==> src/rtl/bw_cap_pkg.sv <==
package bw_cap_pkg;

  localparam int FIX_FRAC = 16;

  typedef struct packed {
    logic        scale_en;
    logic        cap_en;
    logic [31:0] cap;
  } cap_cfg_t;

  typedef enum logic [1:0] {
    LVL_USER   = 2'd0,
    LVL_KERNEL = 2'd1,
    LVL_HYP    = 2'd2,
    LVL_MON    = 2'd3
  } priv_lvl_e;

endpackage

==> src/rtl/bwc_cfg_reg.sv <==
module bwc_cfg_reg
  import bw_cap_pkg::*;
#(
  parameter int FRAC_W  = 12,
  parameter bit HAS_HWS = 1'b1
) (
  input  logic        clk,
  input  logic        rst_n,
  input  logic        wr_en,
  input  logic [63:0] wr_data,
  output cap_cfg_t    cfg,
  output logic [63:0] rd_data
);

  localparam logic [31:0] ONES_W = (32'd1 << FRAC_W) - 32'd1;
  localparam logic [15:0] FMASK  = ONES_W[15:0] << (16 - FRAC_W);

  cap_cfg_t cfg_q, cfg_nxt;

  always_comb begin
    cfg_nxt.scale_en = HAS_HWS ? wr_data[63] : 1'b0;
    cfg_nxt.cap_en   = wr_data[62];
    if (cfg_nxt.scale_en) begin
      cfg_nxt.cap = {wr_data[31:16], wr_data[15:0] & FMASK};
    end else begin
      cfg_nxt.cap = {16'h0000, wr_data[15:0] & FMASK};
    end
  end

  always_ff @(posedge clk or negedge rst_n) begin
    if (!rst_n) begin
      cfg_q <= '0;
    end else if (wr_en) begin
      cfg_q <= cfg_nxt;
    end
  end

  assign cfg     = cfg_q;
  assign rd_data = {cfg_q.scale_en, cfg_q.cap_en, 30'd0, cfg_q.cap};

endmodule

==> src/rtl/bwc_limit_sel.sv <==
module bwc_limit_sel
  import bw_cap_pkg::*;
(
  input  cap_cfg_t    cfg,
  input  logic [1:0]  cur_lvl,
  input  logic [1:0]  host_bits,
  input  logic        streaming,
  input  logic        hyp_active,
  input  logic [31:0] gmax_lvl0,
  input  logic [31:0] gmax_lvl1,
  input  logic [31:0] gmax_strm,
  output logic [31:0] eff_limit
);

  logic        host_mode;
  logic        lvl_capped;
  logic        cap_on;
  logic [31:0] sel_max;
  logic [31:0] cap_fix;

  assign host_mode = &host_bits;

  always_comb begin
    unique case (priv_lvl_e'(cur_lvl))
      LVL_KERNEL: begin
        sel_max    = streaming ? gmax_strm : gmax_lvl1;
        lvl_capped = 1'b1;
      end
      LVL_USER: begin
        sel_max    = streaming ? gmax_strm : gmax_lvl0;
        lvl_capped = !host_mode;
      end
      default: begin
        sel_max    = gmax_lvl1;
        lvl_capped = 1'b0;
      end
    endcase
  end

  // Fraction-format cap sits in the low half; zero-extend to 16.16.
  assign cap_fix = cfg.scale_en ? cfg.cap : {16'h0000, cfg.cap[15:0]};
  assign cap_on  = cfg.cap_en && hyp_active && lvl_capped;

  always_comb begin
    if (cap_on && (cap_fix < sel_max)) begin
      eff_limit = cap_fix;
    end else begin
      eff_limit = sel_max;
    end
  end

endmodule

==> src/rtl/bwc_usage_acct.sv <==
module bwc_usage_acct #(
  parameter int PART_W  = 2,
  parameter int BYTES_W = 8,
  parameter int WIN_CYC = 16,
  parameter int CNT_W   = 26
) (
  input  logic                    clk,
  input  logic                    rst_n,
  input  logic                    req_valid,
  input  logic [PART_W-1:0]       req_partid,
  input  logic [BYTES_W-1:0]      req_bytes,
  input  logic [CNT_W-1:0]        limit_bytes,
  output logic [(1<<PART_W)-1:0]  blocked,
  output logic                    win_wrap
);

  localparam int NPART = 1 << PART_W;
  localparam int WIN_W = $clog2(WIN_CYC);
  localparam int SUM_W = CNT_W + 1;

  logic [WIN_W-1:0] win_q, win_nxt;

  assign win_wrap = (win_q == WIN_W'(WIN_CYC - 1));
  assign win_nxt  = win_wrap ? '0 : win_q + 1'b1;

  always_ff @(posedge clk or negedge rst_n) begin
    if (!rst_n) begin
      win_q <= '0;
    end else begin
      win_q <= win_nxt;
    end
  end

  for (genvar p = 0; p < NPART; p++) begin : g_part
    logic [CNT_W-1:0] cnt_q, cnt_nxt;
    logic [SUM_W-1:0] sum;
    logic             hit;
    logic             cnt_en;

    assign hit    = req_valid && (req_partid == PART_W'(p));
    assign sum    = {1'b0, cnt_q} + SUM_W'(req_bytes);
    assign cnt_en = win_wrap || hit;

    always_comb begin
      if (win_wrap) begin
        cnt_nxt = '0;
      end else if (sum[CNT_W]) begin
        cnt_nxt = '1;
      end else begin
        cnt_nxt = sum[CNT_W-1:0];
      end
    end

    always_ff @(posedge clk or negedge rst_n) begin
      if (!rst_n) begin
        cnt_q <= '0;
      end else if (cnt_en) begin
        cnt_q <= cnt_nxt;
      end
    end

    assign blocked[p] = (cnt_q > limit_bytes);
  end

endmodule

==> src/rtl/bw_cap_limiter.sv <==
module bw_cap_limiter
  import bw_cap_pkg::*;
#(
  parameter int PART_W    = 2,
  parameter int BYTES_W   = 8,
  parameter int WIN_CYC   = 16,
  parameter int WIN_BYTES = 256,
  parameter int FRAC_W    = 12,
  parameter bit HAS_HWS   = 1'b1
) (
  input  logic                    clk,
  input  logic                    rst_n,
  input  logic                    cfg_wr_en,
  input  logic [63:0]             cfg_wr_data,
  output logic [63:0]             cfg_rd_data,
  input  logic [1:0]              cur_lvl,
  input  logic [1:0]              host_bits,
  input  logic                    streaming,
  input  logic                    hyp_active,
  input  logic [31:0]             gmax_lvl0,
  input  logic [31:0]             gmax_lvl1,
  input  logic [31:0]             gmax_strm,
  input  logic                    req_valid,
  input  logic [PART_W-1:0]       req_partid,
  input  logic [BYTES_W-1:0]      req_bytes,
  output logic [31:0]             eff_limit,
  output logic [(1<<PART_W)-1:0]  part_blocked,
  output logic                    req_blocked
);

  localparam int WB_W   = $clog2(WIN_BYTES + 1);
  localparam int PROD_W = 32 + WB_W;
  localparam int LIM_W  = PROD_W - FIX_FRAC;
  localparam int CNT_W  = LIM_W + 1;

  logic             rst_s1_q, rst_s2_q;
  cap_cfg_t         cfg;
  logic [PROD_W-1:0] prod;
  logic [CNT_W-1:0] limit_bytes;
  logic             win_wrap;

  // Asynchronous assertion, synchronous release.
  always_ff @(posedge clk or negedge rst_n) begin
    if (!rst_n) begin
      rst_s1_q <= 1'b0;
      rst_s2_q <= 1'b0;
    end else begin
      rst_s1_q <= 1'b1;
      rst_s2_q <= rst_s1_q;
    end
  end

  bwc_cfg_reg #(
    .FRAC_W  (FRAC_W),
    .HAS_HWS (HAS_HWS)
  ) u_cfg (
    .clk     (clk),
    .rst_n   (rst_s2_q),
    .wr_en   (cfg_wr_en),
    .wr_data (cfg_wr_data),
    .cfg     (cfg),
    .rd_data (cfg_rd_data)
  );

  bwc_limit_sel u_sel (
    .cfg        (cfg),
    .cur_lvl    (cur_lvl),
    .host_bits  (host_bits),
    .streaming  (streaming),
    .hyp_active (hyp_active),
    .gmax_lvl0  (gmax_lvl0),
    .gmax_lvl1  (gmax_lvl1),
    .gmax_strm  (gmax_strm),
    .eff_limit  (eff_limit)
  );

  assign prod        = PROD_W'(eff_limit) * PROD_W'(WIN_BYTES);
  assign limit_bytes = CNT_W'(prod[PROD_W-1:FIX_FRAC]);

  bwc_usage_acct #(
    .PART_W  (PART_W),
    .BYTES_W (BYTES_W),
    .WIN_CYC (WIN_CYC),
    .CNT_W   (CNT_W)
  ) u_acct (
    .clk         (clk),
    .rst_n       (rst_s2_q),
    .req_valid   (req_valid),
    .req_partid  (req_partid),
    .req_bytes   (req_bytes),
    .limit_bytes (limit_bytes),
    .blocked     (part_blocked),
    .win_wrap    (win_wrap)
  );

  assign req_blocked = part_blocked[req_partid];

endmodule

==> config.mk <==
export PLATFORM = sky130hd
export DESIGN_NAME = bw_cap_limiter
export DESIGN_NICKNAME = d
export VERILOG_FILES = /design/src/rtl/bw_cap_pkg.sv /design/src/rtl/bwc_cfg_reg.sv /design/src/rtl/bwc_limit_sel.sv /design/src/rtl/bwc_usage_acct.sv /design/src/rtl/bw_cap_limiter.sv
export SDC_FILE = /design/constraint.sdc
export NUM_CORES = 1
export LEC_CHECK = 0
export BUFFER_PORTS_ARGS = -buffer_cell sky130_fd_sc_hd__clkbuf_2
export CELL_PAD_IN_SITES_DETAIL_PLACEMENT = 1
export CELL_PAD_IN_SITES_GLOBAL_PLACEMENT = 1
export CORE_UTILIZATION = 37
export DETAILED_ROUTE_END_ITERATION = 6
export PLACE_DENSITY = 0.89
export SKIP_LAST_GASP = 1
export SLEW_MARGIN = 5
export SYNTH_ARGS = -nofsm -noshare
export SYNTH_HDL_FRONTEND = slang
export SYNTH_SLANG_ARGS = --single-unit
==> constraint.sdc <==
create_clock -name clk -period 4.7 [get_ports clk]
set_input_delay 0 -clock clk [delete_from_list [all_inputs] [get_ports clk]]
set_output_delay 0 -clock clk [all_outputs]
set_load 0.05 [all_outputs]
# Word level (Yosys, flattened, before mapping)
# Index checks and enable logic that the tools add are counted.
[op_classes]
n_addsub = 5
n_lt_le_gt_ge = 6
n_eq_ne = 5
mux = 18
n_reduce_logical = 15
[ops]
columns = ["operator", "n"]
rows = [
  ["2-to-1 mux 26 bit", 8],
  ["2-to-1 mux 32 bit", 5],
  ["adder 26 x 8 -> 27 bit", 4],
  ["> comparator 26 x 24 -> 1 bit", 4],
  ["one-hot mux 32 bit (2 select lines)", 1],
  ["< comparator 32 bit", 1],
  ["logical AND 1 bit", 7],
  ["adder 4 x 1 -> 4 bit (second input constant)", 1],
  ["equality test 2 x 1 -> 1 bit (second input constant)", 2],
  ["equality test 2 bit (second input constant)", 2],
  ["equality test 4 bit (second input constant)", 1],
  ["logical NOT 2 bit", 2],
  ["logical OR 1 bit", 4],
  ["2-to-1 mux 4 bit", 1],
  ["< comparator 2 x 3 -> 1 bit (second input constant)", 1],
  ["binary-select mux 1 bit (select 2 bit)", 1],
  ["one-hot mux 1 bit (2 select lines)", 1],
  ["AND reduction 2 bit", 1],
  ["logical NOT 1 bit", 1],
  ["2-to-1 mux 1 bit", 1],
]
[word_totals]
reg_bits = 144
inputBits = 180
output_inout_bits = 101
word_cells = 59

# Longest topological paths before layout
# Gate-level depths: netlist (run 1).
[logic_depth]
ltp_word = 9
ltp_mapped = 30
depth_no_buf = 26

# Hierarchy
# From an unflattened synthesis (run 1), not the netlist that was laid out.
[hier_totals]
cells_unflattened = 1463
area_unflattened_um2 = 12659.6
[by_module_without_submodules]
columns = ["mod", "n_inst", "cells_each", "area_each_um2", "seq_area_each_um2"]
rows = [
  ["bwc_usage_acct", 1, 1003, 8996.1, 2702.6],
  ["bwc_limit_sel", 1, 287, 1855.5, 0.0],
  ["bwc_cfg_reg", 1, 168, 1727.9, 750.7],
  ["bw_cap_limiter", 1, 5, 80.1, 50.0],
]

# Worst setup path before layout (run 1)
# OpenSTA, ideal clock, no wires.
[synth_timing]
path_kind = "input to output"
from = "input cur_lvl[0]"
to = "output req_blocked"
arrival_ns = 7.319
required_ns = 4.700
slack_ns = -2.619
stages = 26
n_path_buf = 4
path_cell_list = "buf_2 -> clkbuf_1 -> clkbuf_1 -> a22oi_1 -> nor2_1 -> a221oi_1 -> ha_1 -> and4_1 -> nand4_1 -> o311ai_4 -> a21oi_4 -> clkbuf_1 -> o21ai_0 -> inv_1 -> ha_1 -> nand2_1 -> o21bai_1 -> a21o_1 -> nor2_1 -> a2111oi_0 -> a211o_1 -> nand2_1 -> nor4bb_1 -> o22a_1 -> a211oi_1 -> a311oi_1"
[synth_via]
elab_chain_cells = 8
elab_cells_between_ends = 14
classes_between = "order compare (5); eq/ne (1); mux (5); reduce/logical (3)"
[synth_rtl]
columns = ["item", "line", "rtl"]
rows = [
  ["start, declared", "bw_cap_limiter.sv:16", "input logic [1:0] cur_lvl,"],
  ["equality test 2 x 1 -> 1 bit / logical NOT 2 bit (equally long branches)", "bwc_limit_sel.sv:24", "unique case (priv_lvl_e'(cur_lvl))"],
  ["one-hot mux 32 bit (2 select lines) / one-hot mux 1 bit (2 select lines) (equally long branches)", "bwc_limit_sel.sv:24", ""],
  ["< comparator 32 bit / logical AND 1 bit (equally long branches)", "bwc_limit_sel.sv:45, bwc_limit_sel.sv:42", ""],
  ["logical AND 1 bit", "bwc_limit_sel.sv:45", "if (cap_on && (cap_fix < sel_max)) begin"],
  ["2-to-1 mux 32 bit *", "bwc_limit_sel.sv:45", ""],
  ["net eff_limit[13]", "bw_cap_limiter.sv:26", "output logic [31:0] eff_limit,"],
  ["> comparator 26 x 24 -> 1 bit *", "bwc_usage_acct.sv:62", "assign blocked[p] = (cnt_q > limit_bytes);"],
  ["net part_blocked[1]", "bw_cap_limiter.sv:27", "output logic [(1<<PART_W)-1:0] part_blocked,"],
  ["binary-select mux 1 bit (select 2 bit) *", "bw_cap_limiter.sv:96", "assign req_blocked = part_blocked[req_partid];"],
  ["2-to-1 mux 1 bit (not written as such) *", "bw_cap_limiter.sv:96", ""],
  ["end, declared", "bw_cap_limiter.sv:28", "output logic req_blocked"],
]
# Mark *: on every way through the listed nets, which the timed path passes. The rest lies on a longest branch. The select of a mux whose other input is x is not followed.

# Worst setup path in the final report (run 1)
[layout_timing]
from = "register u_cfg.cfg_q (netlist bit u_cfg.cfg[33])"
to = "output req_blocked"
[layout_via]
elab_chain_cells = 7
elab_cells_between_ends = 10
classes_between = "order compare (5); mux (4); reduce/logical (1)"
[layout_rtl]
columns = ["item", "line", "rtl"]
rows = [
  ["start, declared", "bwc_cfg_reg.sv:18", "cap_cfg_t cfg_q, cfg_nxt;"],
  ["start signal, assigned", "bwc_cfg_reg.sv:34", "cfg_q <= cfg_nxt;"],
  ["2-to-1 mux 32 bit *", "bwc_limit_sel.sv:41", "assign cap_fix = cfg.scale_en ? cfg.cap : {16'h0000, cfg.cap[15:0]};"],
  ["< comparator 32 bit", "bwc_limit_sel.sv:45", ""],
  ["logical AND 1 bit", "bwc_limit_sel.sv:45", ""],
  ["2-to-1 mux 32 bit *", "bwc_limit_sel.sv:45", ""],
  ["> comparator 26 x 24 -> 1 bit", "bwc_usage_acct.sv:62", ""],
  ["binary-select mux 1 bit (select 2 bit) *", "bw_cap_limiter.sv:96", ""],
  ["2-to-1 mux 1 bit (not written as such) *", "bw_cap_limiter.sv:96", ""],
]
# Mark *: on every way between the ends. The rest lies on a longest branch, timed or not. The select of a mux whose other input is x is not followed.

==> impl.org, run 1 <==
** Outcome
- Result of the run :: complete, but fails checks
- The checks that failed: negative setup slack.

** Placement
- DPL Wire Length :: 38.09 mm
- # port buffers :: 212
- At the end of routability-driven placement, the weighted congestion stood at approximately 0.94.
- Post-placement worst setup slack :: -945.5 ps

** Clock network
- CTS H-tree lvls :: 4
- Clock tree from TritonCTS :: built
- Buffers inserted during clock tree synthesis total 17.
- Clock Path Buffers :: 2
- Clock tree synthesis found a total of 140 sinks.
- At the later pin of the worst-skew pair, clock insertion delay measures 460 ps.
- Clock transition at the registers of the reported paths :: around 60 ps
- Root buffer cell :: sky130_fd_sc_hd__clkbuf_16

** Synth
- Most used DFF post-synth :: sky130_fd_sc_hd__dfrtp_1
- Largest cells by area after synthesis :: sky130_fd_sc_hd__dfrtp_1, sky130_fd_sc_hd__ha_1, sky130_fd_sc_hd__o21ai_0, sky130_fd_sc_hd__nor2_1, sky130_fd_sc_hd__a21oi_1
- Number of flops mapped to enable cells by yosys :: 0
- Most common library cells after synthesis :: sky130_fd_sc_hd__ha_1, sky130_fd_sc_hd__dfrtp_1, sky130_fd_sc_hd__nor2_1, sky130_fd_sc_hd__o21ai_0, sky130_fd_sc_hd__nand2_1
- YS warnings :: 0
- Synth Register Bits :: 140
- Of all flip-flops after synthesis, the portion carrying an async set or reset was 100.0%.
- Sequential elements use between 20% and 30% of the synthesized area.
- The synthesized netlist contains between 70 and 80 unique library cells.
- Average cell area after synthesis :: roughly 8.3 um^2
- The synthesized design spends more area on one cell type than any other, namely sky130_fd_sc_hd__dfrtp_1.
- The most common cell in the synthesized netlist is sky130_fd_sc_hd__ha_1.
- The mapped netlist covers ~12000 um^2.
- The synthesized design devotes to its leading area cell type slightly below 30% of total area.
- Synthesized netlist cell count :: 1446

** Final layout
- Ant diodes :: 0
- Summing all multi-input logic gate instances after layout gives 8638 um^2.
- Number of filler cells placed in the layout :: 3704
- Sequential cell area :: 3508 um^2
- Layout cells sized above 1 :: 32.32%
- Final nets :: between 2000 and 2500
- Area growth, synth to finish :: 42.52%

** Floorplan
- In this run the count of I/O pins placed on the die edge is approximately 280.
- Die span in y :: 182.3 um
- In this run the horizontal extent of the chip is 182.3 um.
- Starting utilization of the core area :: a little under two fifths
- The floorplan step defined a die boundary enclosing 33250 um^2.
- Core outline area :: about 32000 um^2
- The floorplan has 65 rows.

** Global routing
- First-pass GRT wire length :: roughly 82 mm
- Across every metal layer, demand over resource in global routing totals between 30% and 40%.
- Antenna violations before repair :: 0
- GR Overflow Total :: 0
- Maximum number of pins on one net before global-route repair :: a little under 80
- The number of global-route vias before repair is between 10000 and 15000.

** Routing
- Via count :: approximately 14000
- For this block, the routed nets add up to between 50 and 60 mm of wire.
- The first detailed-routing pass took 5 iterations.
- Per-cell routed wire length :: around 24 um
- After the first detailed-routing iteration, the DRC count stood at 1032.
- Remaining design rule violation count :: 0
- Dividing the detail-routed via count by the number of cells gives 6.017.
- In this run the remaining antenna-violating nets after routing total 0.

** STA
- The clock arrives with 14.25 ps of skew.
- The number of failing hold endpoints at the final stage is 0.
- Final setup viols :: 5
- The worst pin sits at a relative slew slack of 18.60%.
- Final period util :: 118.6%
- The worst path in the final design needs a cycle of roughly 5600 ps, including I/O delays and setup.
- The final max-slew violation count was 0.
- Pin slew with the least headroom to its limit :: between 1000 and 1500 ps
- Once routing completed, OpenROAD measured the worst setup slack at -874.5 ps.
- RSZ-0062 raised after global routing :: true
- F_max :: ~180 MHz

** Setup path
- Data on the critical path arrives at its endpoint at about 5600 ps.
- Of all nets on the critical path, the largest fanout is 8.
- The largest single stage delay on the critical path is between 400 and 500 ps.
- Crit-path slowest cell :: sky130_fd_sc_hd__dfrtp_2
- STA puts the critical path data required time at 4700 ps.
- Element type at the critical path end :: output port
- Path type of the worst setup path :: flip-flop to output port
- Type of element launching the critical path :: flip-flop

** Pwr
- Worst vdd rail ir drop :: 0.0002867 V
- Dividing total power by cell area gives a power density of about 250 nW/um^2.
- Standby leakage power :: between 8 and 9 nW
- Overall power :: roughly 4.3 mW

** Worst hold path
- In this run the worst hold path is classified as input port to flip-flop.

** Run
- Max-cap violations in this run came to 0.
worst paths after layout:
kind	to	slack, ps	cells after the start	from
max in group asynchronous	u_cfg.cfg[33]$_DFFE_PN0P_	3240	1	rst_s2_q$_DFF_PN0_
hold / removal	u_cfg.cfg[27]$_DFFE_PN0P_	90	3	cfg_wr_data[63]
setup / recovery	req_blocked	-870	25	u_cfg.cfg[33]$_DFFE_PN0P_
min in group asynchronous	rst_s1_q$_DFF_PN0_	400	3	rst_n
setup reg to reg	u_acct.g_part[3].cnt_q[15]$_DFFE_PN0P_	760	15	u_acct.g_part[3].cnt_q[0]$_DFFE_PN0P_
hold reg to reg	rst_s2_q$_DFF_PN0_	350	0	rst_s1_q$_DFF_PN0_
report_power, final:
| group | leakage (nW) | internal, mW | switching [mW] |
|---|---|---|---|
| clock network | 0.305 | 0.908 | 0.628 |
| logic | 6.08 | 0.618 | 0.898 |
| registers | 1.91 | 1.23 | 0.0354 |
placed cells by master (no fill, tap or decap), types with 22 or more instances in the layout:
cell | synthesis | routed
sky130_fd_sc_hd__a22oi_1 | 28 | 26
sky130_fd_sc_hd__a21oi_1 | 94 | 85
sky130_fd_sc_hd__o21ai_0 | 118 | 99
sky130_fd_sc_hd__and3_1 | 26 | 22
sky130_fd_sc_hd__a21o_1 | 33 | 33
sky130_fd_sc_hd__ha_1 | 143 | 124
sky130_fd_sc_hd__nor2_1 | 134 | 130
sky130_fd_sc_hd__clkbuf_2 | 0 | 184
sky130_fd_sc_hd__nor3_1 | 30 | 29
sky130_fd_sc_hd__buf_12 | 0 | 30
sky130_fd_sc_hd__conb_1 | 2 | 35
sky130_fd_sc_hd__dfrtp_1 | 140 | 138
sky130_fd_sc_hd__inv_1 | 90 | 80
sky130_fd_sc_hd__dlygate4sd3_1 | 0 | 31
sky130_fd_sc_hd__xnor2_1 | 23 | 23
sky130_fd_sc_hd__buf_4 | 34 | 192
sky130_fd_sc_hd__nand3_1 | 54 | 52
sky130_fd_sc_hd__nand4_1 | 26 | 26
sky130_fd_sc_hd__nand2_1 | 108 | 101
routing by layer:
| metal | vias to the layer above | wire [um] | GRT usage, % |
|---|---|---|---|
| met4 | 0 | 3157 | 15.09 |
| li1 | 6086 | - | - |
| met1 | 6847 | 20870 | 35.25 |
| met3 | 222 | 3438 | 5.009 |
| met5 | - | 0 | 0 |
| met2 | 689 | 28020 | 58.44 |
area by class of cell:
| type | count | share of cell area (%) |
|---|---|---|
| multi-input combinational | 1152 | 50.36 |
| sequential | 140 | 20.46 |
| timing repair buffer | 452 | 20.32 |
| tap | 435 | 3.173 |
| clock buffer | 19 | 2.582 |
| inverter | 91 | 2.021 |
| clock inverter | 12 | 1.080 |
registers in the layout (all words and copies together), names as in the netlist:
| signal | count |
|---|---|
| u_cfg.cfg | 30 |
| u_acct.win_q | 4 |
| u_acct.g_part.cnt_q | 104 |
| rst_s1_q | 1 |
| rst_s2_q | 1 |
critical path: cells and delay by family (launching register included):
family / cells / cell delay, ps
flops: 1 / 460
fa+ha+maj: 2 / 600
simple gates: 9 / 1790
compound gates: 7 / 1250
buf+inv: 7 / 1000
logic make-up after synthesis:
kind of cell	share of synthesized area, %
simple gates	18.81
compound gates	24.16
buf+inv	6.956
fa+ha+maj	15.78
flops	29.11
xor+xnor	2.329
mux	2.786
other cells	0.06241
what timing repair did:
item,CTS,global route
gates resized for setup,79,58
gates cloned,1,1
endpoints found under the setup margin,5,5
hold buffers,31,0
pin swaps,27,43
hold endpoints to repair,31,0
setup buffers,15,11
stage by stage:
stage                     TNS [ps]  instances  instance area [um^2]  utilization, %  hold WS, ps
after global routing         -4055       2301                 17150           53.94        122.6
final                        -3099       2301                 17150           53.94        86.48
after CTS                    -2434       2291                 16810           52.87        35.14
after global placement       -1750       2213                 15370           48.34       -213.0
after detailed placement     -3017       2213                 15370           48.34       -210.7
after floorplan              -1049       1479                 12560               -       -295.6
Note: power is estimated with default switching activity, not from simulation.
==> inputs of run 2 (changes only) <==
Settings changed: CORE_UTILIZATION 37 to 38, PLACE_DENSITY 0.89 to 0.9, SYNTH_HIERARCHICAL set to 1.
==> impl.org, run 2 <==
** Final layout
- Final nets :: between 2000 and 2500
- In the layout the commonest cells are sky130_fd_sc_hd__clkbuf_2, sky130_fd_sc_hd__buf_4, sky130_fd_sc_hd__ha_1.
- The register with the most flip-flops in the layout has roughly 100 of them.
- Fill cells in the final layout number 3761.
- Layout cells sized above 1 :: about 34%
- The library cell used most frequently in the layout, excluding fill and tap cells, is sky130_fd_sc_hd__clkbuf_2.
- Utilization after layout :: between 50% and 60%
- Ranked by flip-flop count, first place goes to u_acct/g_part.cnt_q.
- From synthesis to final layout, the design area changed by 37.37%.
- Ant diodes :: 0
- Once layout is done, the placed cells without fillers occupy ~17000 um^2.

** Synth
- Dominant combinational cell family by area after synthesis :: compound AO/OA/AOI/OAI gates
- The mapped netlist covers 12660 um^2.
- Count of distinct cell types in the synthesized netlist :: between 80 and 90
- After synthesis, the most frequently instantiated cells are sky130_fd_sc_hd__ha_1, sky130_fd_sc_hd__a21oi_1, sky130_fd_sc_hd__dfrtp_1, sky130_fd_sc_hd__nor2_1, sky130_fd_sc_hd__o21ai_0.
- For this run, asynchronously set or reset flops after synthesis account for 100.0%.
- After synthesis the netlist holds a flip-flop and latch count of 140.
- The biggest area contributor in the post-synthesis netlist is sky130_fd_sc_hd__dfrtp_1.
- Number of flops mapped to enable cells by yosys :: 0
- YS warnings :: 6
- The most used flip-flop cell after synthesis is sky130_fd_sc_hd__dfrtp_1.
- After technology mapping, the gate count stands at 1463.
- Summing the areas of all fa, ha and maj instances in the mapped netlist gives about 17% of the synthesized area.
- Multiplexer cells account for about 4.8% of the synthesized area.
- Basic-gate share of the synthesized area counting and, or, nand and nor cells :: between 10% and 20%
- Area share of the largest cell type after synthesis :: between 20% and 30%
- Xor/xnor share of the synthesized area :: roughly 1.7%
- Ranked by total cell area, the synthesized netlist is headed by sky130_fd_sc_hd__dfrtp_1, sky130_fd_sc_hd__ha_1, sky130_fd_sc_hd__a21oi_1, sky130_fd_sc_hd__buf_4, sky130_fd_sc_hd__o21ai_0.
- The most common cell in the synthesized netlist is sky130_fd_sc_hd__ha_1.
- After synthesis, flip-flops and latches occupy 27.67% of the total area.
- Complex-gate fraction of the synthesized area :: a little under a quarter
- Average cell area after synthesis :: 8.653 um^2

** Setup path
- The endpoint identified for the worst register-to-register timing path is u_acct/g_part[3].cnt_q[11]$_DFFE_PN0P_.
- Of all nets on the critical path, the largest fanout is 21.
- The most critical setup path has its endpoint at req_blocked.
- STA classifies the critical path endpoint as an output port.
- Data required time at the worst endpoint :: between 4000 and 5000 ps
- Type of element launching the critical path :: input port
- Path type of the worst setup path :: input port to output port
- In this run the register-to-register setup slack is 950 ps.
- CP startpoint :: streaming
- For the worst setup path, the data arrival time is 5980 ps.
- For the worst flop-to-flop path, the logic depth is 9.
- The startpoint identified for the worst register-to-register timing path is u_acct/g_part[3].cnt_q[0]$_DFFE_PN0P_.

** Placement
- DPL Wire Length :: 38.61 mm
- At the end of routability-driven placement, the weighted congestion stood at around 0.96.
- Summing all placed instances gives a cell area of approximately 16000 um^2.
- In this run the tool buffered the top-level ports with ~210 buffer cells.

** Routing
- The final route contains around 15000 vias.
- The detail route stage leaves a number of antenna-violating nets equal to 0.
- Total detailed-routing wirelength :: about 66 mm
- Dividing the detail-routed wire length by the instance count gives around 29 um.
- Remaining design rule violation count :: 0
- The first detailed-routing pass ran for 6 iterations.
- Number of DRC violations after detailed-routing iteration 0 :: 1631
- Vias per std cell :: between 6 and 7

** STA
- Setup repair after global routing could not meet its margin everywhere.
- Worst max-slew margin expressed relative to the limit :: 19.08%
- Final setup viols :: 5
- At the pin with the least slew margin, the transition time is 1209 ps.
- Max-slew violation count :: 0
- The worst path uses 127.2% of the clock period.
- F_max :: between 150 and 200 MHz
- Across all setup checks in the final design, the least slack found is -1276 ps.
- Fin. Hold Viols :: 0
- Skew final :: around 16 ps
- Minimum clock period :: between 5000 and 6000 ps

** Global routing
- Number of global-route vias before repair :: roughly 15000
- The initial antenna violation count is 0.
- Across every metal layer, demand over resource in global routing totals a little over a third.
- GR Overflow Total :: 0
- First-pass GRT wire length :: approximately 92 mm
- Maximum number of pins on one net before global-route repair :: just over 60

** Worst hold path
- Type of the worst min-delay path :: input port to flip-flop

** Floorplan
- Pin placement for this block handled between 200 and 300 I/O pins.
- Die Footprint :: 34050 um^2
- Die span in y :: between 150 and 200 um
- Std cell rows :: 66
- Core outline area :: between 30000 and 40000 um^2
- Starting utilization of the core area :: between 30 and 40%
- The die is ~180 um wide.

** Pwr
- Standby leakage power :: 8.456 nW
- Fraction of power spent switching nets :: a little under two fifths
- Clk pwr share :: roughly 37%
- Switching power summed over all nets :: 1.635 mW
- Internal power summed over all cells :: between 2 and 3 mW
- VDD sags by at most around 0.00030 V.
- Sequential share of power :: between 20% and 30%
- Part of the total power dissipated in combinational logic :: 34.4%
- Power density cells :: ~250 nW/um^2
- Overall power :: approximately 4.4 mW

** Clock network
- Root buffer cell :: sky130_fd_sc_hd__clkbuf_16
- Clock-pin slew was measured on the worst setup and hold paths at about 70 ps.
- CTS H-tree lvls :: 4
- Insertion delay to the later sink of the worst-skew pair :: about 470 ps
- CTS sink count :: 140
- TritonCTS created 17 clock buffers.
- Clock tree from TritonCTS :: built
- Counting along the longest clock path gives a buffer depth of 2.

** Outcome
- Violated checks :: negative setup slack
- The run finished, with violations left.

** Run
- Total of max-cap violations :: 0
-- run 2: cell count changes after synthesis, moves of 15 or more --
cell | before | now
sky130_fd_sc_hd__mux2i_1 | 14 | 38
sky130_fd_sc_hd__o21ai_0 | 118 | 90
sky130_fd_sc_hd__a221oi_1 | 33 | 1
sky130_fd_sc_hd__nand4_1 | 26 | 41
sky130_fd_sc_hd__ha_1 | 143 | 168
sky130_fd_sc_hd__clkbuf_1 | 51 | 32
sky130_fd_sc_hd__a21oi_1 | 94 | 152
sky130_fd_sc_hd__buf_4 | 34 | 70
sky130_fd_sc_hd__nand2_1 | 108 | 74
sky130_fd_sc_hd__nor2_1 | 134 | 115
-- run 2: worst min-delay path by stage --
stage	end	start	cells after the start
CTS	u_cfg/cfg[19]$_DFFE_PN0P_	cfg_wr_data[63]	3
finish	u_cfg/cfg[17]$_DFFE_PN0P_	cfg_wr_data[63]	3
detailed placement	rst_s1_q$_DFF_PN0_	rst_n	1
global placement	rst_s1_q$_DFF_PN0_	rst_n	1
global route	u_acct/g_part[2].cnt_q[0]$_DFFE_PN0P_	req_bytes[0]	3
floorplan	rst_s1_q$_DFF_PN0_	rst_n	0
-- run 2: repair_timing --
action | 4_1_cts | 5_1_grt
buffers inserted | 27 | 19
endpoints found under the hold margin | 31 | 0
pin swaps | 28 | 33
endpoints found under the setup margin | 5 | 5
hold buffers | 31 | 0
resized for setup | 76 | 42
cloned | 2 | 0
-- run 2: cell families after synthesis --
logic type               after synthesis
other                                  3
AO/OA/AOI/OAI                        446
AND/OR/NAND/NOR                      416
XOR/XNOR                              25
flip-flops                           140
adder cells (fa/ha/maj)              172
multiplexers                          54
buffers and inverters                207
-- run 2: layer usage --
| layer | up-vias | routed length [um] | GRT usage (%) |
|---|---|---|---|
| li1 | 6003 | - | - |
| met1 | 7224 | 23250 | 40.73 |
| met2 | 1186 | 30510 | 59.77 |
| met3 | 471 | 6098 | 6.619 |
| met4 | 2 | 6061 | 25.90 |
| met5 | - | 44 | 0 |
-- run 2: power by group through the flow --
stage	combinational (mW)	clock, mW	sequential, mW
CTS	1.34	1.60	1.27
finish	1.51	1.60	1.27
floorplan	0.789	0	1.29
global route	1.55	1.65	1.28
detailed placement	1.23	0	1.29
global placement	1.17	0	1.29
-- run 2: cell type report --
type	instances	area, um^2	share of cell area [%]
sequential	140	3507	20.17
multi-input combinational	1154	9275	53.33
timing repair buffer	418	3047	17.52
tap	442	553.0	3.180
clock inverter	15	234.0	1.345
clock buffer	17	425.4	2.446
inverter	85	349.1	2.007
-- run 2: critical path, cell delays in order --
cell and delay (ps):
sky130_fd_sc_hd__clkbuf_2 180, sky130_fd_sc_hd__nor2_2 420, sky130_fd_sc_hd__buf_12 220, sky130_fd_sc_hd__a22oi_1 90, sky130_fd_sc_hd__nor2_1 220, sky130_fd_sc_hd__a21oi_4 60, sky130_fd_sc_hd__ha_1 330, sky130_fd_sc_hd__a21oi_1 180
sky130_fd_sc_hd__nand2_1 130, sky130_fd_sc_hd__a221oi_2 530, sky130_fd_sc_hd__o2111ai_2 190, sky130_fd_sc_hd__a31oi_4 340, sky130_fd_sc_hd__buf_12 200, sky130_fd_sc_hd__mux2i_4 260, sky130_fd_sc_hd__inv_2 90, sky130_fd_sc_hd__ha_1 330
sky130_fd_sc_hd__a21o_1 160, sky130_fd_sc_hd__a21o_1 190, sky130_fd_sc_hd__a21oi_1 420, sky130_fd_sc_hd__o221ai_2 330, sky130_fd_sc_hd__a21oi_2 280, sky130_fd_sc_hd__a21oi_4 50, sky130_fd_sc_hd__mux4_2 540, sky130_fd_sc_hd__buf_8 180
-- run 2: metrics by stage --
stage,cells,setup WS (ps),TNS (ps),hold slack (ps)
6_report,2271,-1276,-4618,62.60
5_1_grt,2271,-1298,-4976,66.45
4_1_cts,2258,-608.8,-1500,8.174
2_1_floorplan,1501,-102.7,-102.7,-295.6
3_3_place_gp,2166,-224.9,-224.9,-211.7
3_5_place_dp,2166,-512.7,-975.3,-212.3
